==> src/rtl/e1cb_pkg.sv <==
// Package: shared constants and types for the E1 timeslot strobe generator.
// Assumes one fabric clock; the bit rate reaches the block as enable strobes.
package e1cb_pkg;
    localparam int unsigned E1_SLOTS  = 32;
    localparam int unsigned E1_BITS   = 8;
    localparam int unsigned E1_BYTE_W = 8;

    // Timing domain that drives the position counters.
    typedef enum logic {
        DOM_LINE = 1'b0,
        DOM_SYS  = 1'b1
    } e1cb_dom_e;
endpackage

==> src/rtl/e1cb_src_sel.sv <==
// Module: e1cb_src_sel
// Picks the bit-advance strobe and frame-sync flag of the selected domain.
// Assumes the strobes are already synchronous to clk and one cycle wide.
module e1cb_src_sel
    import e1cb_pkg::*;
(
    input  logic dom_sel,
    input  logic line_bit_en,
    input  logic line_fsync,
    input  logic sys_bit_en,
    input  logic sys_fsync,
    output logic adv,
    output logic sync_ld
);
    e1cb_dom_e dom;

    // Decode the select into the domain type.
    always_comb dom = e1cb_dom_e'(dom_sel);

    // Route the chosen pair; sync only counts together with an advance.
    always_comb begin
        if (dom == DOM_SYS) begin
            adv     = sys_bit_en;
            sync_ld = sys_bit_en & sys_fsync;
        end else begin
            adv     = line_bit_en;
            sync_ld = line_bit_en & line_fsync;
        end
    end
endmodule

==> src/rtl/e1cb_pos_cnt.sv <==
// Module: e1cb_pos_cnt
// Tracks bit (0..BITS-1) and timeslot (0..SLOTS-1) of the current bit period.
// Offers the next position combinationally so the top can register outputs
// on the same edge. Reset leaves the position on the last bit of the last
// slot, so a free-running start begins at slot 0 bit 0.
module e1cb_pos_cnt #(
    parameter int unsigned SLOTS = 32,
    parameter int unsigned BITS  = 8,
    localparam int unsigned SLOT_W = $clog2(SLOTS),
    localparam int unsigned BIT_W  = $clog2(BITS)
) (
    input  logic              clk,
    input  logic              rst_n,
    input  logic              adv,
    input  logic              sync_ld,
    output logic [SLOT_W-1:0] slot_q,
    output logic [BIT_W-1:0]  bit_q,
    output logic [SLOT_W-1:0] slot_nx,
    output logic [BIT_W-1:0]  bit_nx
);
    localparam logic [SLOT_W-1:0] SLOT_LAST = SLOT_W'(SLOTS - 1);
    localparam logic [BIT_W-1:0]  BIT_LAST  = BIT_W'(BITS - 1);

    // Next position: sync load, wrap, or step.
    always_comb begin
        slot_nx = slot_q;
        bit_nx  = bit_q;
        if (sync_ld) begin
            slot_nx = '0;
            bit_nx  = '0;
        end else if (adv) begin
            if (bit_q == BIT_LAST) begin
                bit_nx  = '0;
                slot_nx = (slot_q == SLOT_LAST) ? '0 : slot_q + 1'b1;
            end else begin
                bit_nx = bit_q + 1'b1;
            end
        end
    end

    // Position register.
    always_ff @(posedge clk) begin
        if (!rst_n) begin
            slot_q <= SLOT_LAST;
            bit_q  <= BIT_LAST;
        end else begin
            slot_q <= slot_nx;
            bit_q  <= bit_nx;
        end
    end


    frame_wrap_chk: assert property (@(posedge clk) disable iff (!rst_n)
        adv && !sync_ld && bit_q == BIT_LAST && slot_q == SLOT_LAST
        |=> slot_q == '0 && bit_q == '0);


    bit_step_chk: assert property (@(posedge clk) disable iff (!rst_n)
        adv && !sync_ld && bit_q != BIT_LAST
        |=> bit_q == $past(bit_q) + 1'b1 && slot_q == $past(slot_q));


    sync_load_chk: assert property (@(posedge clk) disable iff (!rst_n)
        sync_ld |=> slot_q == '0 && bit_q == '0);


    hold_pos_chk: assert property (@(posedge clk) disable iff (!rst_n)
        !adv |=> $stable(slot_q) && $stable(bit_q));
endmodule

==> src/rtl/e1cb_mask_reg.sv <==
// Module: e1cb_mask_reg
// Per-timeslot blocking mask, written one byte at a time. Byte k covers
// slots k*BYTE_W .. k*BYTE_W+BYTE_W-1, LSB first. Assumes SLOTS is a
// multiple of BYTE_W.
module e1cb_mask_reg #(
    parameter int unsigned SLOTS  = 32,
    parameter int unsigned BYTE_W = 8,
    localparam int unsigned N_BYTES = SLOTS / BYTE_W,
    localparam int unsigned IDX_W   = (N_BYTES > 1) ? $clog2(N_BYTES) : 1
) (
    input  logic              clk,
    input  logic              rst_n,
    input  logic              wr_en,
    input  logic [IDX_W-1:0]  wr_idx,
    input  logic [BYTE_W-1:0] wr_data,
    output logic [SLOTS-1:0]  mask
);
    for (genvar k = 0; k < N_BYTES; k++) begin : g_byte
        logic [BYTE_W-1:0] byte_q;

        // Load this byte lane when addressed.
        always_ff @(posedge clk) begin
            if (!rst_n) begin
                byte_q <= '0;
            end else if (wr_en && wr_idx == IDX_W'(k)) begin
                byte_q <= wr_data;
            end
        end

        assign mask[k*BYTE_W +: BYTE_W] = byte_q;


        byte_load_chk: assert property (@(posedge clk) disable iff (!rst_n)
            wr_en && wr_idx == IDX_W'(k) |=> byte_q == $past(wr_data));
    end
endmodule

==> src/rtl/e1cb_strobe_gen.sv <==
// Module: e1cb_strobe_gen (top)
// Generates the per-timeslot channel clock (high during the last bit of
// every slot) and the per-slot blocking level for one E1 direction.
// Assumes bit strobes are synchronous one-cycle enables on clk; outputs are
// registered and only move on an accepted advance, so they are steady for a
// whole bit period.
module e1cb_strobe_gen
    import e1cb_pkg::*;
#(
    parameter int unsigned SLOTS  = E1_SLOTS,
    parameter int unsigned BITS   = E1_BITS,
    parameter int unsigned BYTE_W = E1_BYTE_W,
    localparam int unsigned SLOT_W  = $clog2(SLOTS),
    localparam int unsigned BIT_W   = $clog2(BITS),
    localparam int unsigned N_BYTES = SLOTS / BYTE_W,
    localparam int unsigned IDX_W   = (N_BYTES > 1) ? $clog2(N_BYTES) : 1
) (
    input  logic              clk,
    input  logic              rst_n,
    input  logic              dom_sel,
    input  logic              line_bit_en,
    input  logic              line_fsync,
    input  logic              sys_bit_en,
    input  logic              sys_fsync,
    input  logic              mask_wr_en,
    input  logic [IDX_W-1:0]  mask_wr_idx,
    input  logic [BYTE_W-1:0] mask_wr_data,
    output logic              chan_clk,
    output logic              chan_blk
);
    localparam logic [BIT_W-1:0] BIT_LAST = BIT_W'(BITS - 1);

    logic              adv;
    logic              sync_ld;
    logic [SLOT_W-1:0] slot_q;
    logic [BIT_W-1:0]  bit_q;
    logic [SLOT_W-1:0] slot_nx;
    logic [BIT_W-1:0]  bit_nx;
    logic [SLOTS-1:0]  mask;

    e1cb_src_sel i_src_sel (
        .dom_sel     (dom_sel),
        .line_bit_en (line_bit_en),
        .line_fsync  (line_fsync),
        .sys_bit_en  (sys_bit_en),
        .sys_fsync   (sys_fsync),
        .adv         (adv),
        .sync_ld     (sync_ld)
    );

    e1cb_pos_cnt #(.SLOTS(SLOTS), .BITS(BITS)) i_pos_cnt (
        .clk     (clk),
        .rst_n   (rst_n),
        .adv     (adv),
        .sync_ld (sync_ld),
        .slot_q  (slot_q),
        .bit_q   (bit_q),
        .slot_nx (slot_nx),
        .bit_nx  (bit_nx)
    );

    e1cb_mask_reg #(.SLOTS(SLOTS), .BYTE_W(BYTE_W)) i_mask_reg (
        .clk     (clk),
        .rst_n   (rst_n),
        .wr_en   (mask_wr_en),
        .wr_idx  (mask_wr_idx),
        .wr_data (mask_wr_data),
        .mask    (mask)
    );

    // Register both strobes from the position that starts with this advance.
    always_ff @(posedge clk) begin
        if (!rst_n) begin
            chan_clk <= 1'b0;
            chan_blk <= 1'b0;
        end else if (adv) begin
            chan_clk <= (bit_nx == BIT_LAST);
            chan_blk <= mask[slot_nx];
        end
    end


    out_hold_chk: assert property (@(posedge clk) disable iff (!rst_n)
        !adv |=> $stable(chan_clk) && $stable(chan_blk));


    clk_at_lsb_chk: assert property (@(posedge clk) disable iff (!rst_n)
        adv |=> chan_clk == (bit_q == BIT_LAST));


    blk_follows_mask_chk: assert property (@(posedge clk) disable iff (!rst_n)
        adv && !mask_wr_en |=> chan_blk == mask[slot_q]);
endmodule

==> config.mk <==
export PLATFORM = sky130hd
export DESIGN_NAME = e1cb_strobe_gen
export DESIGN_NICKNAME = d
export VERILOG_FILES = /design/src/rtl/e1cb_pkg.sv /design/src/rtl/e1cb_src_sel.sv /design/src/rtl/e1cb_pos_cnt.sv /design/src/rtl/e1cb_mask_reg.sv /design/src/rtl/e1cb_strobe_gen.sv
export SDC_FILE = /design/constraint.sdc
export NUM_CORES = 1
export LEC_CHECK = 0
export BUFFER_PORTS_ARGS = -buffer_cell sky130_fd_sc_hd__buf_2
export CAP_MARGIN = 25
export CORE_MARGIN = 2
export CORE_UTILIZATION = 55
export DETAILED_ROUTE_END_ITERATION = 8
export GPL_TIMING_DRIVEN = 0
export PLACE_DENSITY = 0.78
export SLEW_MARGIN = 5
export SYNTH_ARGS = -nofsm -noshare
export SYNTH_HDL_FRONTEND = slang
export SYNTH_SLANG_ARGS = --single-unit
==> constraint.sdc <==
create_clock -name clk -period 4.2 [get_ports clk]
set_clock_uncertainty 0.1 [all_clocks]
set_input_delay 0 -clock clk [delete_from_list [all_inputs] [get_ports clk]]
set_output_delay 0 -clock clk [all_outputs]
set_load 0.03 [all_outputs]
==> results.cfg <==
[status]
outcome = finished clean

[yosys]
syn_nets = 255
synth_adder_area_share = 0.02230
synth-seq-area-share = 0.3746
ys_warn_count = 0
ys_top_cells_by_count = dfxtp_1, mux2i_1, nor2b_1
synth_compound_area_frac = 0.1583
synth_top_area_frac = 0.3746
synthTopCellsByArea = dfxtp_1, mux2i_1, nor2b_1
synth_ff_type = dfxtp_1
synth_top_family_by_area = simple AND/OR/NAND/NOR gates
synth_area_sq_um = 2245
syn_inst = 233
postSynthAreaPerCell_sq_um = 9.634
synth_xor_area_frac = 0
async_flop_share = 0
yosys.area.top_type = dfxtp_1
synth_edf_count = 0
post-synth-top-count-cell = dfxtp_1
ys_types = 44
synth.area.mux_share = 0.1689
yosys.area_share.simple = 0.2324
synth-seq-cells = 42

[pwr]
cellLeakagePower_nw = 1.140
ir_worst_vdd_mv = 0.2482
switching_share = 0.2973
seq_power_share = 0.424
power_switching_w = 0.0003076
clockPowerShare = 0.313
combPwrFrac = 0.262
p_int_w = 0.0007268
powerDensity_nw_per_um2 = 395.6

[timing]
tightest_slew_ns = 0.6446
finalSetupTns_ns = 0
fmax_ghz = 0.3531
rsz0062_at_grt = no
slew_viol_final = 0
hold_violations = 0
timing.final.crit_share = 0.6744
relSlewSlack = 0.5703
setup_violations = 0
fin_crit_ns = 2.832

[setup_path]
required_ns = 4.27
slowest_delay_ns = 0.37
path_delay_family = compound AO/OA/AOI/OAI gates
worstPathCellList = ha_1, and3_1, ha_1, or2b_2, nor2_1, o221ai_2, a221oi_1, a311oi_1, o41ai_1, a31oi_1
worst_path_most_repeated_cell = ha_1
cp_max_fo = 6
cp.arrival_ns = 2.91
crit_buf_inv = 0
crit_type = flip-flop to flip-flop
crit_path_end_kind = flip-flop
slowest_stage = dfxtp_1
critPathLaunchType = flip-flop

[drt]
via_count = 1822
vias_per_cell = 5.712
antenna_left = 0
finalWirelength_microns = 5212
drtIter0Drc = 87
wire_per_inst_microns = 16.34
drc = 0
drt_pass1_iterations = 4

[clock_tree]
path_clk_slew_ns = 0.08
hold_buffers = 10
h-tree-depth = 2
numCtsBuffers = 5
cts_resized = 0
clk_latency_ns = 0.30
postCtsSetupRepairBufs = 0
root_buffer = clkbuf_8
cts.path.max_buffers = 2
cts_tree = yes
clock_sinks = 42

[final_layout]
fillers = 330
final_cell_area_sq_um = 2615
nNetsFinal = 291
final_cells = 319
utilization = 0.6585
diodes = 0
layout-drive-gt1-share = 0.1822
synthToLayoutAreaGrowth_pct = 16.50

[grt]
grt_max_degree = 13
track_usage = 0.2503
grt_pass1_wl_microns = 8342
grt_overflow = 0
grt_pass1_vias = 1680
antenna_found_initial = 0

[die]
coreArea_sq_um = 3971
rows = 23
initial_core_util = 0.5652
dieArea_sq_um = 4608
die_w_microns = 67.89
die_h_microns = 67.89
ios = 20

[run]
cap_violations = 0

[placement]
post-dp-hpwl_microns = 3722
placedCellCount = 302
port_buffers = 19
gp_congestion = 0.8977
placed_area_sq_um = 2402

[hold_path]
hold_path.class = input port to flip-flop
## cell families (layout without fill, tap and decap cells)
family,count (synthesis),count (layout)
AOI/OAI and AO/OA,43,43
adders and majority gates,4,4
buffers and inverters,14,50
DFF,42,42
muxes,37,37
and+or+nand+nor,93,93
## worst min-delay path, stage by stage
cell and delay (ns):
buf_2 0.07, nand3_1 0.11, nand2_2 0.19, o21ai_0 0.10
## sequential cells by signal (all words and copies together), names as in the netlist
| register | cells |
|---|---|
| i_mask_reg.g_byte.byte_q | 32 |
| i_pos_cnt.slot_q | 5 |
| i_pos_cnt.bit_q | 3 |
| chan_blk | 1 |
| chan_clk | 1 |
## routing by layer
| metal | global-route usage | vias to the layer above | routed length (microns) |
|---|---|---|---|
| met5 | 0 | - | 0 |
| met3 | 0.05921 | 8 | 196 |
| li1 | - | 920 | - |
| met4 | 0.1000 | 0 | 100 |
| met1 | 0.3186 | 854 | 2347 |
| met2 | 0.4093 | 40 | 2567 |
## final cells by class
class	count	area [sq um]	share of cell area
Timing Repair Buffer	29	195.2	0.07464
Sequential cell	42	840.8	0.3215
Clock inverter	1	30.03	0.01148
Clock buffer	6	82.58	0.03158
Buffer	12	90.09	0.03445
Inverter	2	7.507	0.002871
Tap cell	50	62.56	0.02392
Multi-Input combinational cell	177	1306	0.4995
## through the flow
step / hold WS [ns] / power [W] / setup WS [ns]
finish: 0.1311 / 0.001034 / 1.368
global route: 0.1654 / 0.001079 / 1.216
CTS: 0.1278 / 0.001031 / 1.396
detailed placement: 0.1993 / 0.0007063 / 1.422
global placement: 0.1869 / 0.0007005 / 1.468
floorplan: 0.02817 / 0.0006399 / 1.710
## path summary, 6_finish.rpt
check | start | to | slack, ns | cells past startpoint
setup reg to reg | i_pos_cnt.slot_q[0] | chan_blk | 1.37 | 10
setup / recovery | i_pos_cnt.slot_q[0] | chan_blk | 1.37 | 10
hold reg to reg | i_mask_reg.g_byte[0].byte_q[4] | i_mask_reg.g_byte[0].byte_q[4] | 0.43 | 2
hold / removal | sys_fsync | i_pos_cnt.slot_q[4] | 0.13 | 4
## power groups by stage
| stage | registers [W] | logic [W] | clock network, W |
|---|---|---|---|
| floorplan | 0.000448 | 0.000192 | 0 |
| global placement | 0.000448 | 0.000253 | 0 |
| detailed placement | 0.000448 | 0.000258 | 0 |
| CTS | 0.000439 | 0.000266 | 0.000326 |
| global route | 0.000442 | 0.000296 | 0.000342 |
| finish | 0.000439 | 0.000271 | 0.000324 |
## cells in the final DEF (no fill, tap or decap), types with 6 or more instances in the layout
| master | Yosys | final |
|---|---|---|
| buf_2 | 0 | 19 |
| clkbuf_1 | 6 | 6 |
| clkbuf_8 | 3 | 9 |
| dfxtp_1 | 42 | 42 |
| dlygate4sd3_1 | 0 | 10 |
| mux2i_1 | 35 | 35 |
| nand2_1 | 26 | 26 |
| nand3_1 | 9 | 9 |
| nor2b_1 | 33 | 33 |
| o21ai_0 | 6 | 6 |
Note: power is estimated with default switching activity, not from simulation.
